[src/rtl/mac_fetch_seq.sv]
module mac_fetch_seq #(
  parameter int AW = 20,
  parameter int DW = 16,
  parameter int OW = 4
) (
  input  logic            clk,
  input  logic            rst_n,
  input  logic            start,
  input  logic [2*OW-1:0] offs,
  input  logic [DW-1:0]   op_x_in,
  input  logic [DW-1:0]   op_y_in,
  input  logic [AW-1:0]   ptr_x_in,
  input  logic [AW-1:0]   ptr_y_in,
  input  logic [AW-1:0]   ptr_z_in,
  input  logic [DW-1:0]   mask_x,
  input  logic [DW-1:0]   mask_y,
  output logic            busy,
  output logic [DW-1:0]   op_x,
  output logic [DW-1:0]   op_y,
  output logic [AW-1:0]   ptr_x,
  output logic [AW-1:0]   ptr_y,
  output logic [AW-1:0]   ptr_z,
  output logic            acc_req,
  input  logic            acc_ack,
  output logic [2*DW-1:0] acc_data,
  output logic            acc_pov,
  output logic            mem_rd,
  output logic            mem_word,
  output logic [AW-1:0]   mem_addr,
  input  logic [DW-1:0]   mem_rdata
);
  localparam int PW = 2 * DW;
  localparam int BW = DW / 2;
  localparam logic [PW-1:0] POV_VAL = {1'b1, {(PW-1){1'b0}}};

  typedef enum logic [2:0] {
    S_IDLE, S_MUL, S_ACC, S_RDX, S_XB2, S_LDX, S_YB2, S_LDY
  } st_t;

  st_t             state;
  logic [DW-1:0]   msk_x, msk_y;
  logic [OW-1:0]   off_x, off_y;
  logic [PW-1:0]   prod;
  logic            pov;
  logic [AW-1:0]   ea;
  logic [BW-1:0]   hi;
  logic            odd;

  function automatic logic [AW-1:0] wrap_step(input logic [AW-1:0] p,
                                               input logic [DW-1:0] m,
                                               input logic [OW-1:0] o);
    logic [AW-1:0] mm, sum;
    mm  = {{(AW-DW){1'b0}}, (m == '0) ? {DW{1'b1}} : m};
    sum = p + {{(AW-OW){o[OW-1]}}, o};
    return (p & ~mm) | (sum & mm);
  endfunction

  logic [AW-1:0] nx, ny;
  assign nx = wrap_step(ptr_x, msk_x, off_x);
  assign ny = wrap_step(ptr_y, msk_y, off_y);

  logic signed [PW-1:0] full;
  logic [PW-1:0]        prod_n;
  assign full   = $signed({{DW{op_x[DW-1]}}, op_x}) * $signed({{DW{op_y[DW-1]}}, op_y});
  assign prod_n = {full[PW-2:0], 1'b0};

  logic [DW-1:0] rd_val;
  assign rd_val = odd ? {hi, mem_rdata[BW-1:0]} : mem_rdata;

  assign busy     = (state != S_IDLE);
  assign acc_req  = (state == S_ACC);
  assign acc_data = prod;
  assign acc_pov  = pov;
  assign mem_rd   = (state == S_RDX) || (state == S_XB2) ||
                    (state == S_LDX) || (state == S_YB2);
  assign mem_addr = (state == S_LDX) ? ny : ea;
  assign mem_word = (state == S_RDX) ? ~ea[0] :
                    (state == S_LDX) ? ~ny[0] : 1'b0;

  always_ff @(posedge clk or negedge rst_n) begin
    if (!rst_n) begin
      state <= S_IDLE;
      op_x  <= '0;
      op_y  <= '0;
      ptr_x <= '0;
      ptr_y <= '0;
      ptr_z <= '0;
      msk_x <= '0;
      msk_y <= '0;
      off_x <= '0;
      off_y <= '0;
      prod  <= '0;
      pov   <= 1'b0;
      ea    <= '0;
      hi    <= '0;
      odd   <= 1'b0;
    end else begin
      case (state)
        S_IDLE: if (start) begin
          op_x  <= op_x_in;
          op_y  <= op_y_in;
          ptr_x <= ptr_x_in;
          ptr_y <= ptr_y_in;
          ptr_z <= ptr_z_in;
          msk_x <= mask_x;
          msk_y <= mask_y;
          off_x <= offs[2*OW-1:OW];
          off_y <= offs[OW-1:0];
          state <= S_MUL;
        end
        S_MUL: begin
          prod  <= prod_n;
          pov   <= (prod_n == POV_VAL);
          state <= S_ACC;
        end
        S_ACC: if (acc_ack) begin
          ptr_x <= nx;
          ea    <= nx;
          state <= S_RDX;
        end
        S_RDX: begin
          ptr_z[DW-1:0] <= op_x;
          odd <= ea[0];
          if (ea[0]) begin
            ea    <= ea + AW'(1);
            state <= S_XB2;
          end else begin
            state <= S_LDX;
          end
        end
        S_XB2: begin
          hi    <= mem_rdata[BW-1:0];
          state <= S_LDX;
        end
        S_LDX: begin
          op_x  <= rd_val;
          ptr_y <= ny;
          odd   <= ny[0];
          ea    <= ny[0] ? ny + AW'(1) : ny;
          state <= ny[0] ? S_YB2 : S_LDY;
        end
        S_YB2: begin
          hi    <= mem_rdata[BW-1:0];
          state <= S_LDY;
        end
        S_LDY: begin
          op_y  <= rd_val;
          state <= S_IDLE;
        end
        default: state <= S_IDLE;
      endcase
    end
  end


  acc_hold_chk: assert property (@(posedge clk) disable iff (!rst_n)
    (acc_req && !acc_ack) |=> (acc_req && $stable(acc_data)));


  no_read_in_acc_chk: assert property (@(posedge clk) disable iff (!rst_n)
    acc_req |-> !mem_rd);


  pov_match_chk: assert property (@(posedge clk) disable iff (!rst_n)
    acc_req |-> (acc_pov == (acc_data == POV_VAL)));


  word_even_chk: assert property (@(posedge clk) disable iff (!rst_n)
    (mem_rd && mem_word) |-> !mem_addr[0]);


  byte_pair_chk: assert property (@(posedge clk) disable iff (!rst_n)
    (mem_rd && !mem_word && (state == S_RDX || state == S_LDX)) |=>
      (mem_rd && !mem_word && mem_addr == $past(mem_addr) + AW'(1)));

endmodule

[config.mk]
export PLATFORM = sky130hd
export DESIGN_NAME = mac_fetch_seq
export DESIGN_NICKNAME = d
export VERILOG_FILES = /design/src/rtl/mac_fetch_seq.sv
export SDC_FILE = /design/constraint.sdc
export NUM_CORES = 1
export LEC_CHECK = 0
export BUFFER_PORTS_ARGS = -buffer_cell sky130_fd_sc_hd__buf_4
export CAP_MARGIN = 10
export CORE_MARGIN = 10
export CORE_UTILIZATION = 55
export DETAILED_ROUTE_END_ITERATION = 6
export HOLD_SLACK_MARGIN = 0.02
export PLACE_DENSITY = 0.79
export SYNTH_ARGS = -nofsm -noshare
export SYNTH_HDL_FRONTEND = slang
export SYNTH_SLANG_ARGS = --single-unit
[constraint.sdc]
create_clock -name clk -period 15.3 [get_ports clk]
set_clock_uncertainty 0.15 [all_clocks]
set_input_delay 1.53 -clock clk [delete_from_list [all_inputs] [get_ports clk]]
set_output_delay 1.53 -clock clk [all_outputs]
set_load 0.01 [all_outputs]
### Word level (Yosys, flattened, before mapping)

Index checks and enable logic that the tools add are counted.

* bits in registers: 196
* input bits: 152

* add/subtract/negate cells: 4
* equality and inequality tests: 11
* reductions and logical operators: 22
* multiply operators: 1
* multiplexer cells: 26
* bitwise gates (word level): 10

Operator list (count)
* $mux 20: 6
* $mux 16: 6
* $pmux 16 s2: 3
* $pmux 20 s2: 2
* $pmux 20 s3: 1
* $add 20x1->20 const B: 2
* $add 20x20->20: 2
* $and 20x16->20: 2
* $and 20x20->20: 2
* $not 16->20: 2
* $or 20x20->20: 2
* $logic_not 16->1: 2
* $eq 31x31->1 const B: 1
* $mul 16x16->31: 1
* $pmux 3 s8: 1
* $eq 3x3->1 const B: 4
* $reduce_and 2->1: 6
* $reduce_bool 2->1: 5
* $eq 3x2->1 const B: 2
* $mux 3: 2
* $reduce_and 3->1: 2
* $reduce_bool 3->1: 2
* $mux 1: 4
* $ne 2x2->1 const B: 2
* other kinds (7): 10

### Depth between registers and ports, before layout

* depth in word-level cells: 8
* mapped depth: 27
* gate-level depth less buffers: 25

### Worst setup path after synthesis

OpenSTA, ideal clock, no wires.

* path kind: reg2reg
* start point: register op_x[15]
* end point: register pov (netlist: acc_pov)
* buffers on the path: 2
* cell stages (with the launch flop): 24
* slack: 8292 ps
* library setup time: 66 ps
* clock period less this slack: 7008 ps
* arrival time: 6792 ps
* path through: dfrtp_1 -> clkbuf_1 -> clkbuf_1 -> nand2_1 -> inv_1 -> fa_1 -> inv_1 -> fa_1 -> inv_1 -> fa_1 -> fa_1 -> fa_1 -> fa_1 -> ha_1 -> inv_2 -> o21bai_1 -> a21o_1 -> a2111o_1 -> a21oi_1 -> a21oi_1 -> or3_1 -> a2111oi_0 -> and4_1 -> a41o_1

* longest elaborated chain between the ends: 2

Ends and longest elaborated chain
* start: declaration: line 18 `output logic [DW-1:0] op_x,`
* start signal: assignment: line 100 `op_x <= op_x_in;`
* start signal: assignment: line 136 `op_x <= rd_val;`
* $mul 16x16->31: line 64 `assign full = $signed({{DW{op_x[DW-1]}}, op_x}) * $signed({{DW{op_y[DW-1]}}, op_y});`
* $eq 31x31->1: line 113 `pov <= (prod_n == POV_VAL);`
* end signal: assignment: line 113
* end: declaration: line 44 `logic pov;`

Every way passes these cells.
A chain may end at the register's enable or synchronous reset.

### Worst setup path after layout

* start point: register op_x[7]
* end point: register pov (netlist: acc_pov)

Same word-level chain as after synthesis.

==> impl_metrics.tcl <==
set metrics [dict create \
    clockBufferDepth 2 \
    rsz0062_at_grt "false" \
    start_kind "flop" \
    grt_max_degree 80 \
    drt-initial-drc-count 1610 \
    cpPeakStageDelay_ns 0.80 \
    fp.dieW_um 215 \
    syn-num-nets 2872 \
    synth_area_leaders "fa_1 (25%), dfrtp_1 (24%), nand2_1 (7.8%)" \
    crit_chain "nand2_1, fa_1, inv_1, fa_1, inv_1, fa_1, inv_1, fa_1, fa_1, inv_1, fa_1, inv_1, ha_1, nand2_1, or3_1, o221ai_1, and2_1, o32ai_1, nor4b_1, o2111ai_1, a2111oi_0, and4_1, a41o_1" \
    outcome "complete, but fails checks" \
    clock_latency_ns 0.48 \
    holdPathEnd "acc_data[6]" \
    grt_util_all_layers_pct 28.9 \
    hold_violations 0 \
    grt_antenna_before_repair 11 \
    r2r_start "op_x[7]" \
    htreeDepth 4 \
    syn_area_um2 20800 \
    start_util_pct 55.6 \
    critical_path_class "reg2reg" \
    ys_types 80 \
    cp_top_family "adder cells" \
    routedWlPerCell_um 21.6 \
    fill_cells 3131 \
    ant_nets 0 \
    ys_warn_count 0 \
    core_area_um2 37500 \
    setup_tns_ns 0 \
    yosysSeqAreaShare_pct 23.5 \
    r2r_end "acc_pov" \
    path_common_cell "fa_1" \
    violations "design-rule violations" \
    fp.dieH_um 215 \
    cts_resized 0 \
    layout-drive-gt1-share_pct 15.1 \
    post_cts_buffers 0 \
    ff_latch_area_um2 4900 \
    ys.flop_type "dfrtp_1" \
    grt_pass1_wl_um 105000 \
    fin_util_pct 64.1 \
    wl_met1_um 25500 \
    ff2ff_path_depth 23 \
    cts_tree "yes" \
    wl_met2_um 32200 \
    yosysMostFrequentCell "nand2_1" \
    relSlewSlack_pct 30.5 \
    ioPinCount 301 \
    cp-end-kind "flop" \
    placementRows 71 \
    critPathSlowestCell "dfrtp_1" \
    dpl.hpwl_um 53400 \
    synth-edff-count 0 \
    ff2ff_setup_slack_ns 7.62 \
    avgSynthCellArea_um2 8.88 \
    worstHoldPathType "reg2reg" \
    highest_layer "met5" \
    synth_top_area_cell "fa_1" \
    fin_crit_sh_pct 50.2 \
    gp_congestion 0.960 \
    wl_met3_um 6130 \
    max_slew.worst_pin.slew_ns 1.04 \
    nets 3098 \
    min_path_cells 2 \
    die-area_um2 46100 \
    drc 1 \
    num_vias 18073 \
    clkTransAtPathRegs_ns 0.09 \
    crit_buf_inv 5 \
    root_buffer "clkbuf_16" \
    synthCells 2347 \
    cap_violations 0 \
    drv_slew 0 \
    vias_per_cell 5.83 \
    max_clock_freq_ghz 0.130 \
    grt_overflow 0 \
    finalCriticalPeriod_ns 7.68 \
    multiInputGateArea_um2 14400 \
    cp.required_ns 15.57 \
    synth_common_cells "nand2_1 (431), inv_1 (303), fa_1 (258), dfrtp_1 (196), and2_1 (132)" \
    placement.io_buffers 299 \
    dr.pass1.iters 7 \
    min_from "acc_data[6]" \
    setup_viol 0 \
    synth-seq-cells 196 \
    synthArstFlopShare_pct 100 \
    first_global_vias 18727 \
    crit_fanout 19 \
    numCtsBuffers 17 \
    netlist.area_leader.share_pct 24.8 \
    cp.arrival_ns 7.94 \
    routed_wl_um 66900 \
    clkSinkCount 196 \
    syn2layout_area_growth_pct 15.4 \
    hold_buffers 0 \
]
sequential cells by signal, indices dropped and copies added (netlist names):
register / flops
op_x: 16
msk_x: 16
ptr_x: 20
ea: 20
acc_data: 31
msk_y: 16
acc_pov: 1
ptr_z: 20
odd: 1
hi: 8
off_y: 4
state: 3
ptr_y: 20
op_y: 16
off_x: 4
cell usage in the layout, fill, tap and decap left out, types with 12 or more instances in the layout:
cell type	n
ha_1	115
clkbuf_16	17
a221o_1	22
a21oi_1	71
nor2_1	128
a22oi_1	13
fa_1	258
dfrtp_1	196
a21o_1	33
o22ai_1	13
mux2i_1	40
buf_4	310
nand2b_1	18
nand3_1	12
nand2_1	429
o21ai_0	125
xor2_1	27
mux2_2	25
inv_1	303
and2_1	131
o21ai_1	12
a31oi_1	21
xnor2_1	41
nor3_1	22
metal layers:
metal  global-route usage (%)  vias to the layer above
li1                         -                     8130
met1                     34.9                     8904
met2                     47.8                      852
met3                     7.48                      173
met4                     12.9                       14
met5                        0                        -
stage by stage:
step                instance area, µm²  hold slack, ns  setup WS (ns)  cells
finish                           24000           0.332           7.62   3101
global route                     24000           0.352           7.30   3099
CTS                              24000           0.339           7.77   3097
detailed placement               23400           0.319           7.83   3065
global placement                 23400           0.311           8.01   3065
floorplan                        20800           0.300           8.29   2347
logic make-up after synthesis:
group	share of synthesized area [%]
other cells	0.0180
mux	3.27
fa+ha+maj	31.7
xor+xnor	2.86
buf+inv	7.40
compound gates	12.9
flops	23.5
simple gates	18.3
area by class of cell:
cell class              count  share of cell area, %
repair buffers            311                   9.74
diodes                      4                 0.0416
flip-flops and latches    196                   20.4
inverters                 305                   4.76
clock inverters            15                  0.729
well taps                 511                   2.66
multi-input cells        1742                   59.9
clock buffers              17                   1.77
worst max-delay path by stage:
stage,from,endpoint,cells past startpoint
floorplan,op_x[15],acc_pov,23
global placement,op_x[7],acc_pov,23
detailed placement,op_x[7],acc_pov,23
CTS,op_x[10],acc_pov,21
global route,op_x[10],acc_pov,21
finish,op_x[7],acc_pov,23
worst register-to-register path, cell delays in order (launching register included):
cell,delay (ns)
dfrtp_1,0.80
nand2_1,0.19
fa_1,0.57
inv_1,0.05
fa_1,0.51
inv_1,0.06
fa_1,0.54
inv_1,0.05
fa_1,0.45
fa_1,0.49
inv_1,0.05
fa_1,0.47
inv_1,0.04
ha_1,0.35
nand2_1,0.13
or3_1,0.43
o221ai_1,0.33
and2_1,0.21
o32ai_1,0.09
nor4b_1,0.73
o2111ai_1,0.23
a2111oi_0,0.32
and4_1,0.24
a41o_1,0.16
Power is not shown: default switching activity piles up to over one toggle a cycle in this logic, so the estimate is an artifact.
